$ cat config.mk
export PLATFORM = sky130hd
export DESIGN_NAME = gpio_bank_ctrl
export DESIGN_NICKNAME = d
export VERILOG_FILES = /design/src/rtl/gpio_bank_pkg.sv /design/src/rtl/gpio_cfg_file.sv /design/src/rtl/gpio_out_latch.sv /design/src/rtl/gpio_pin_drive.sv /design/src/rtl/gpio_rx_sync.sv /design/src/rtl/gpio_bank_ctrl.sv
export SDC_FILE = /design/constraint.sdc
export NUM_CORES = 2
export LEC_CHECK = 0
export BUFFER_PORTS_ARGS = -buffer_cell sky130_fd_sc_hd__buf_4
export CAP_MARGIN = 5
export CORE_MARGIN = 1
export CORE_UTILIZATION = 40
export DETAILED_ROUTE_END_ITERATION = 10
export PLACE_DENSITY = 0.66
export REMOVE_ABC_BUFFERS = 1
export SLEW_MARGIN = 15
export SYNTH_ARGS = -nofsm -noshare
export SYNTH_HDL_FRONTEND = slang
export SYNTH_SLANG_ARGS = --single-unit
$ cat constraint.sdc
create_clock -name clk -period 3.3 [get_ports clk]
set_input_delay 0.165 -clock clk [delete_from_list [all_inputs] [get_ports clk]]
set_output_delay 0.165 -clock clk [all_outputs]
set_load 0.005 [all_outputs]
$ cat src/rtl/gpio_bank_pkg.sv
package gpio_bank_pkg;

    localparam int DATA_W    = 64;
    localparam int ADDR_W    = 12;
    localparam int CFG_IDX_W = 7;

    localparam logic [ADDR_W-1:0] OFS_RX    = 12'h000;
    localparam logic [ADDR_W-1:0] OFS_SET   = 12'h008;
    localparam logic [ADDR_W-1:0] OFS_CLR   = 12'h010;
    localparam logic [ADDR_W-1:0] OFS_CONST = 12'h090;

    typedef struct packed {
        logic [9:0] fsel;
        logic       od;
        logic [7:0] filt;
        logic       inv;
        logic       oe;
    } pin_cfg_t;

    typedef enum logic [2:0] {
        REG_NONE,
        REG_RX,
        REG_SET,
        REG_CLR,
        REG_CONST,
        REG_CFG
    } reg_sel_e;

    function automatic logic [DATA_W-1:0] cfg_to_word(input pin_cfg_t c);
        logic [DATA_W-1:0] w;
        w        = '0;
        w[0]     = c.oe;
        w[1]     = c.inv;
        w[11:4]  = c.filt;
        w[12]    = c.od;
        w[25:16] = c.fsel;
        return w;
    endfunction

    function automatic pin_cfg_t word_to_cfg(input logic [DATA_W-1:0] w);
        pin_cfg_t c;
        c.oe   = w[0];
        c.inv  = w[1];
        c.filt = w[11:4];
        c.od   = w[12];
        c.fsel = w[25:16];
        return c;
    endfunction

endpackage

$ cat src/rtl/gpio_cfg_file.sv
module gpio_cfg_file
    import gpio_bank_pkg::*;
#(
    parameter int NUM_PINS = 50
) (
    input  logic                 clk,
    input  logic                 rst_n,
    input  logic                 wr_en,
    input  logic [CFG_IDX_W-1:0] wr_idx,
    input  logic [DATA_W-1:0]    wr_word,
    input  logic [CFG_IDX_W-1:0] rd_idx,
    output logic [DATA_W-1:0]    rd_word,
    output logic [NUM_PINS-1:0]  oe_v,
    output logic [NUM_PINS-1:0]  inv_v,
    output logic [NUM_PINS-1:0]  od_v,
    output logic [NUM_PINS-1:0]  own_v
);

    pin_cfg_t cfg_q [NUM_PINS];

    for (genvar i = 0; i < NUM_PINS; i++) begin : g_pin
        always_ff @(posedge clk) begin
            if (!rst_n)
                cfg_q[i] <= '0;
            else if (wr_en && wr_idx == CFG_IDX_W'(i))
                cfg_q[i] <= word_to_cfg(wr_word);
        end
        assign oe_v[i]  = cfg_q[i].oe;
        assign inv_v[i] = cfg_q[i].inv;
        assign od_v[i]  = cfg_q[i].od;
        assign own_v[i] = |cfg_q[i].fsel;
    end

    always_comb begin
        rd_word = '0;
        for (int i = 0; i < NUM_PINS; i++)
            if (rd_idx == CFG_IDX_W'(i))
                rd_word = cfg_to_word(cfg_q[i]);
    end

endmodule

$ cat src/rtl/gpio_out_latch.sv
module gpio_out_latch
    import gpio_bank_pkg::*;
#(
    parameter int NUM_PINS = 50
) (
    input  logic                clk,
    input  logic                rst_n,
    input  logic                set_en,
    input  logic                clr_en,
    input  logic [DATA_W-1:0]   wdata,
    input  logic [NUM_PINS-1:0] own_v,
    output logic [NUM_PINS-1:0] lat
);

    logic [NUM_PINS-1:0] hit, set_m, clr_m, lat_nxt;

    always_comb begin
        hit     = wdata[NUM_PINS-1:0] & ~own_v;
        set_m   = set_en ? hit : '0;
        clr_m   = clr_en ? hit : '0;
        lat_nxt = (lat & ~clr_m) | set_m;
    end

    always_ff @(posedge clk) begin
        if (!rst_n) lat <= '0;
        else        lat <= lat_nxt;
    end

    assert_set_bits_R2: assert property (@(posedge clk) disable iff (!rst_n)
        set_en |=> ((lat & $past(wdata[NUM_PINS-1:0] & ~own_v)) == $past(wdata[NUM_PINS-1:0] & ~own_v)));

    assert_clr_bits_R3: assert property (@(posedge clk) disable iff (!rst_n)
        (clr_en && !set_en) |=> ((lat & $past(wdata[NUM_PINS-1:0] & ~own_v)) == '0));

    assert_owned_hold_R8: assert property (@(posedge clk) disable iff (!rst_n)
        1'b1 |=> (((lat ^ $past(lat)) & $past(own_v)) == '0));

endmodule

$ cat src/rtl/gpio_pin_drive.sv
module gpio_pin_drive #(
    parameter int NUM_PINS = 50
) (
    input  logic                clk,
    input  logic                rst_n,
    input  logic [NUM_PINS-1:0] lat,
    input  logic [NUM_PINS-1:0] oe_v,
    input  logic [NUM_PINS-1:0] inv_v,
    input  logic [NUM_PINS-1:0] od_v,
    input  logic [NUM_PINS-1:0] own_v,
    output logic [NUM_PINS-1:0] pin_out,
    output logic [NUM_PINS-1:0] pin_oe
);

    for (genvar i = 0; i < NUM_PINS; i++) begin : g_drv
        logic lvl;
        always_comb begin
            lvl = lat[i] ^ inv_v[i];
            if (own_v[i]) begin
                pin_out[i] = 1'b0;
                pin_oe[i]  = 1'b0;
            end else if (od_v[i]) begin
                pin_out[i] = 1'b0;
                pin_oe[i]  = oe_v[i] & lvl;
            end else begin
                pin_out[i] = lvl;
                pin_oe[i]  = oe_v[i];
            end
        end

        assert_od_never_high_R7: assert property (@(posedge clk) disable iff (!rst_n)
            od_v[i] |-> !(pin_oe[i] && pin_out[i]));

        assert_owned_float_R8: assert property (@(posedge clk) disable iff (!rst_n)
            own_v[i] |-> !pin_oe[i]);
    end

endmodule

$ cat src/rtl/gpio_rx_sync.sv
module gpio_rx_sync #(
    parameter int NUM_PINS = 50
) (
    input  logic                clk,
    input  logic                rst_n,
    input  logic [NUM_PINS-1:0] pin_in,
    input  logic [NUM_PINS-1:0] inv_v,
    output logic [NUM_PINS-1:0] rx
);

    logic [NUM_PINS-1:0] s1, s2;

    always_ff @(posedge clk) begin
        if (!rst_n) begin
            s1 <= '0;
            s2 <= '0;
        end else begin
            s1 <= pin_in;
            s2 <= s1;
        end
    end

    assign rx = s2 ^ inv_v;

endmodule

$ cat src/rtl/gpio_bank_ctrl.sv
module gpio_bank_ctrl
    import gpio_bank_pkg::*;
#(
    parameter int NUM_PINS = 50,
    parameter int VEC_BASE = 48
) (
    input  logic                clk,
    input  logic                rst_n,
    input  logic                reg_wr,
    input  logic                reg_rd,
    input  logic [ADDR_W-1:0]   reg_addr,
    input  logic [DATA_W-1:0]   reg_wdata,
    output logic [DATA_W-1:0]   reg_rdata,
    input  logic [NUM_PINS-1:0] pin_in,
    output logic [NUM_PINS-1:0] pin_out,
    output logic [NUM_PINS-1:0] pin_oe
);

    localparam logic [DATA_W-1:0] CONST_WORD =
        {48'd0, 8'(VEC_BASE), 8'(NUM_PINS)};

    reg_sel_e             sel;
    logic [CFG_IDX_W-1:0] cfg_idx;
    logic [DATA_W-1:0]    cfg_word, rd_nxt;
    logic [NUM_PINS-1:0]  lat, rx, oe_v, inv_v, od_v, own_v;

    assign cfg_idx = reg_addr[3 +: CFG_IDX_W];

    always_comb begin
        sel = REG_NONE;
        if (reg_addr == OFS_RX)         sel = REG_RX;
        else if (reg_addr == OFS_SET)   sel = REG_SET;
        else if (reg_addr == OFS_CLR)   sel = REG_CLR;
        else if (reg_addr == OFS_CONST) sel = REG_CONST;
        else if (reg_addr[11:10] == 2'b01 && reg_addr[2:0] == 3'b000 &&
                 32'(cfg_idx) < NUM_PINS)
            sel = REG_CFG;
    end

    always_comb begin
        unique case (sel)
            REG_RX:            rd_nxt = DATA_W'(rx);
            REG_SET, REG_CLR:  rd_nxt = DATA_W'(lat);
            REG_CONST:         rd_nxt = CONST_WORD;
            REG_CFG:           rd_nxt = cfg_word;
            default:           rd_nxt = '0;
        endcase
    end

    always_ff @(posedge clk) begin
        if (!rst_n)      reg_rdata <= '0;
        else if (reg_rd) reg_rdata <= rd_nxt;
    end

    gpio_cfg_file #(.NUM_PINS(NUM_PINS)) u_cfg (
        .clk(clk), .rst_n(rst_n),
        .wr_en(reg_wr && sel == REG_CFG), .wr_idx(cfg_idx), .wr_word(reg_wdata),
        .rd_idx(cfg_idx), .rd_word(cfg_word),
        .oe_v(oe_v), .inv_v(inv_v), .od_v(od_v), .own_v(own_v)
    );

    gpio_out_latch #(.NUM_PINS(NUM_PINS)) u_lat (
        .clk(clk), .rst_n(rst_n),
        .set_en(reg_wr && sel == REG_SET), .clr_en(reg_wr && sel == REG_CLR),
        .wdata(reg_wdata), .own_v(own_v), .lat(lat)
    );

    gpio_pin_drive #(.NUM_PINS(NUM_PINS)) u_drv (
        .clk(clk), .rst_n(rst_n), .lat(lat), .oe_v(oe_v), .inv_v(inv_v),
        .od_v(od_v), .own_v(own_v), .pin_out(pin_out), .pin_oe(pin_oe)
    );

    gpio_rx_sync #(.NUM_PINS(NUM_PINS)) u_rx (
        .clk(clk), .rst_n(rst_n), .pin_in(pin_in), .inv_v(inv_v), .rx(rx)
    );

    assert_reset_idle_R1: assert property (@(posedge clk)
        !rst_n |=> (reg_rdata == '0 && pin_oe == '0));

    assert_rdata_hold_R10: assert property (@(posedge clk) disable iff (!rst_n)
        !reg_rd |=> $stable(reg_rdata));

endmodule

==> qor.csv <==
stage,metric,value,unit
power_and_ir_drop,max_rail_drop_vdd,0.484,mV
critical_path,cp_data_required_time,4.05,ns
sta,slew_viol_final,0,
routing,drtPass1Iterations,8,
yosys,synth.largest_area_cell,edfxtp_1,
routing,vias,52600,
run_status,status,"finished, final reports clean",
grt,number_of_antenna_violations_at_the_first_check_in_global_routing,27,
cts,cts.clk_slew.worst_paths,0.06,ns
cts,clk_path_buf_depth,3,
critical_path,r2r_depth,11,
yosys,synth_simple_gate_area_frac,0.210,
critical_path,cp_dominant_cell_by_count,buf_4,
layout,layout.cells.most_common_list,"1,050 x edfxtp_1, 852 x buf_4, 817 x and3_1",
cts,clock-root-buffer,clkbuf_16,
power_and_ir_drop,cellPowerDensity,502,nW/um^2
sta,timing.setup.tns,0,ns
yosys,share_of_synthesized_cell_area_in_full_adder_half_adder_and_majority_cells,0,
routing,route.detailed.wl_per_inst,34.9,um
grt,grt_start_max_net_pins,90,
power_and_ir_drop,p_int,27.3,mW
critical_path,cp_num_cells,12,
sta,max-slew-margin-rel,0.101,
die,die_height,387,um
grt,wire_length_of_the_first_global_routing_pass,382000,um
power_and_ir_drop,power.sequential.fraction,0.497,
routing,drc_errors,0,
critical_path,timing.critical_path.slowest_stage_cell,dlygate4sd3_1,
die,initial_utilization,0.403,
sta,rsz0062_at_grt,no,
sta,final_hold_viol_count,0,
cts,cts_sinks,1250,
yosys,synth_xor_xnor_area_share,0.0147,
routing,drtAntennaViolNets,0,
yosys,ys_dominant_reg_cell,edfxtp_1,
placement,gp_congestion,1.05,
placement,detailed_place_hpwl,196000,um
cts,cts_max_level,4,
cts,cts_tree,built,
yosys,ys_types,88,
sta,setup_viol,0,
power_and_ir_drop,portion_of_total_power_attributed_to_the_clock_network,0.422,
yosys,asyncSetResetFlopFracSynth,0,
critical_path,crit_path_max_fanout,16,
yosys,synth_area_leaders,"edfxtp_1 53%, and3_1 8.6%, dfxtp_1 6.7%, and2_1 4.2%, clkbuf_1 2.7%",
sta,post-route-period-util,0.984,
power_and_ir_drop,p_sw_frac,0.259,
yosys,synth_sequential_area_ratio,0.598,
critical_path,setup.worst_path.end_class,flop,
critical_path,critical_path.reg2reg.startpoint,u_cfg.cfg_q[0][255],
yosys,synth.top_cell.area_share,0.531,
min_path,worst_hold_path_type,primary input to flop,
critical_path,timing.reg2reg.setup_slack,0.11,ns
routing,wirelength,280000,um
job,drv_cap,0,
layout,final_layout_size_suffix_gt1_frac,0.211,
grt,grt.overflow.total,0,
die,design.die.area,150000,um^2
critical_path,worst_ep_arrival_time,4.00,ns
yosys,synth.avg_cell_area,11.2,um^2
grt,number_of_global_route_vias_before_repair,48800,
critical_path,crit_end,reg_rdata[5],
power_and_ir_drop,combinationalPowerShare,0.081,
critical_path,path_cells,buf_4 > buf_4 > buf_4 > or3_1 > a2111oi_4 > buf_4 > o21a_1 > buf_4 > o21ai_0 > dlygate4sd3_1 > a21oi_1 > dlygate4sd3_1,
critical_path,max_stage_delay,0.58,ns
die,dieWidth,387,um
yosys,ys_ff_latch,1250,
sta,tightestPinTransition,1.35,ns
cts,clk_latency_worst_skew_pair,0.82,ns
critical_path,class_of_the_most_critical_setup_path,primary input to flop,
sta,layout_setup_ws,0.0514,ns
critical_path,startpoint_type,primary input,
yosys,synthesis.instances,5323,
yosys,synth.mux.area_fraction,0.0225,
die,num_io_pins,294,
routing,route.detailed.vias_per_inst,6.56,
yosys,warnings_from_yosys,0,
layout,layout.cells.most_common,edfxtp_1,
critical_path,worst-path-buf-inv,7,
critical_path,crit_family,buffers and inverters,
layout,num-fill-cells,13100,
placement,port-buffer-count,265,
critical_path,critical_path.startpoint,reg_addr[6],
power_and_ir_drop,cellLeakagePower,30.1,nW
cts,cts_post_setup_buffers_inserted,0,
yosys,synth.cell_area,59400,um^2
yosys,synth_top_family_by_area,simple AND/OR/NAND/NOR gates,
die,rows,141,
layout,final_net_count,6087,
placement,pre_cts_slack,-0.370,ns
sta,timing.final.crit_period,3.25,ns
power_and_ir_drop,p_switching,9.55,mW
critical_path,worst_r2r_endpoint,reg_rdata[5],
die,core-area,147000,um^2
yosys,number_of_synthesized_flops_with_an_enable_pin,1050,
routing,drt_iter0_drc,9935,
layout,areaGrowthSynthToFinish,23.8,%
sta,finalClockSkew,0.0254,ns
cts,tritoncts.num_buffers,141,
sta,fmaxAchievable,308,MHz
min_path,holdPathStages,2,
grt,global_route.usage.total,0.361,
yosys,synth_compound_area_frac,0.113,
power_and_ir_drop,final_total_power,36.9,mW
==> timing repair <==
item                                   in CTS  in global routing
hold buffers                               83                  0
setup endpoints to repair                   0                  1
resized for setup                           0                  1
endpoints found under the hold margin      89                  0
==> flip-flops by register name (all words and copies together) (netlist names) <==
signal and count:
reg_rdata 50, u_cfg.cfg_q 1050, u_lat.lat 50, u_rx.s1 50
u_rx.s2 50
==> power groups by stage <==
stage	Sequential, mW	Clock, mW	Combinational, mW
4_1_cts	18.3	15.6	2.86
2_1_floorplan	18.4	0	0.881
3_3_place_gp	18.6	0	2.75
6_report	18.4	15.6	2.99
3_5_place_dp	18.6	0	2.77
5_1_grt	18.4	16.1	3.01
==> stage by stage <==
stage / std cells / hold slack, ns / cell area (um^2) / utilization
floorplan: 4790 / 0.287 / 57200 / -
global placement: 7661 / 0.372 / 68200 / 0.462
detailed placement: 7661 / 0.376 / 68200 / 0.462
CTS: 8006 / 0.0766 / 73500 / 0.498
global route: 8006 / 0.0670 / 73500 / 0.498
finish: 8013 / 0.0700 / 73500 / 0.498
==> routing by layer <==
| layer | track usage | part of all wire |
|---|---|---|
| met5 | 0 | 0.00063 |
| met4 | 0.181 | 0.058 |
| met3 | 0.116 | 0.15 |
| met2 | 0.519 | 0.42 |
| met1 | 0.488 | 0.37 |
==> logic make-up after synthesis <==
family / count (synthesis)
AND/OR/NAND/NOR: 2239
flip-flops: 1250
AO/OA/AOI/OAI: 1008
buffers and inverters: 604
multiplexers: 121
XOR/XNOR: 100
other: 1
==> worst min path at each step <==
stage	startpoint	to	slack (ns)
2_1_floorplan	rst_n	u_rx.s1[0]	0.29
3_3_place_gp	pin_in[40]	u_rx.s1[40]	0.37
3_5_place_dp	pin_in[28]	u_rx.s1[28]	0.38
4_1_cts	reg_wdata[8]	u_cfg.cfg_q[0][6]	0.08
5_1_grt	reg_wdata[8]	u_cfg.cfg_q[0][6]	0.07
6_report	reg_wdata[8]	u_cfg.cfg_q[0][6]	0.07
==> cell usage after synthesis, drive strengths merged (120+ instances only) <==
cell type  number
and3          817
and2          399
dfxtp         200
a21oi         224
nor2          351
edfxtp       1050
buf           120
nand3         137
nand2         221
o21ai         249
a22oi         137
clkbuf        426
==> area by class of cell <==
cell class	instances	area [um^2]	share of cell area
repair buffers	1024	8990	0.122
diodes	7	17.5	0.000238
multi-input cells	3482	21800	0.297
well taps	1930	2410	0.0328
clock inverters	66	586	0.00797
flip-flops and latches	1250	35500	0.483
inverters	58	220	0.00300
clock buffers	196	3910	0.0532
==> worst reg2reg max path, delay by kind of cell, from the launching register on <==
kind                   cells  cell delay (ns)
DFF                        1             0.38
muxes                      1             0.14
AOI/OAI and AO/OA          4             1.03
and+or+nand+nor            3             0.58
buffers and inverters      3             0.96
No activity file was read; power rests on OpenSTA's default activity.
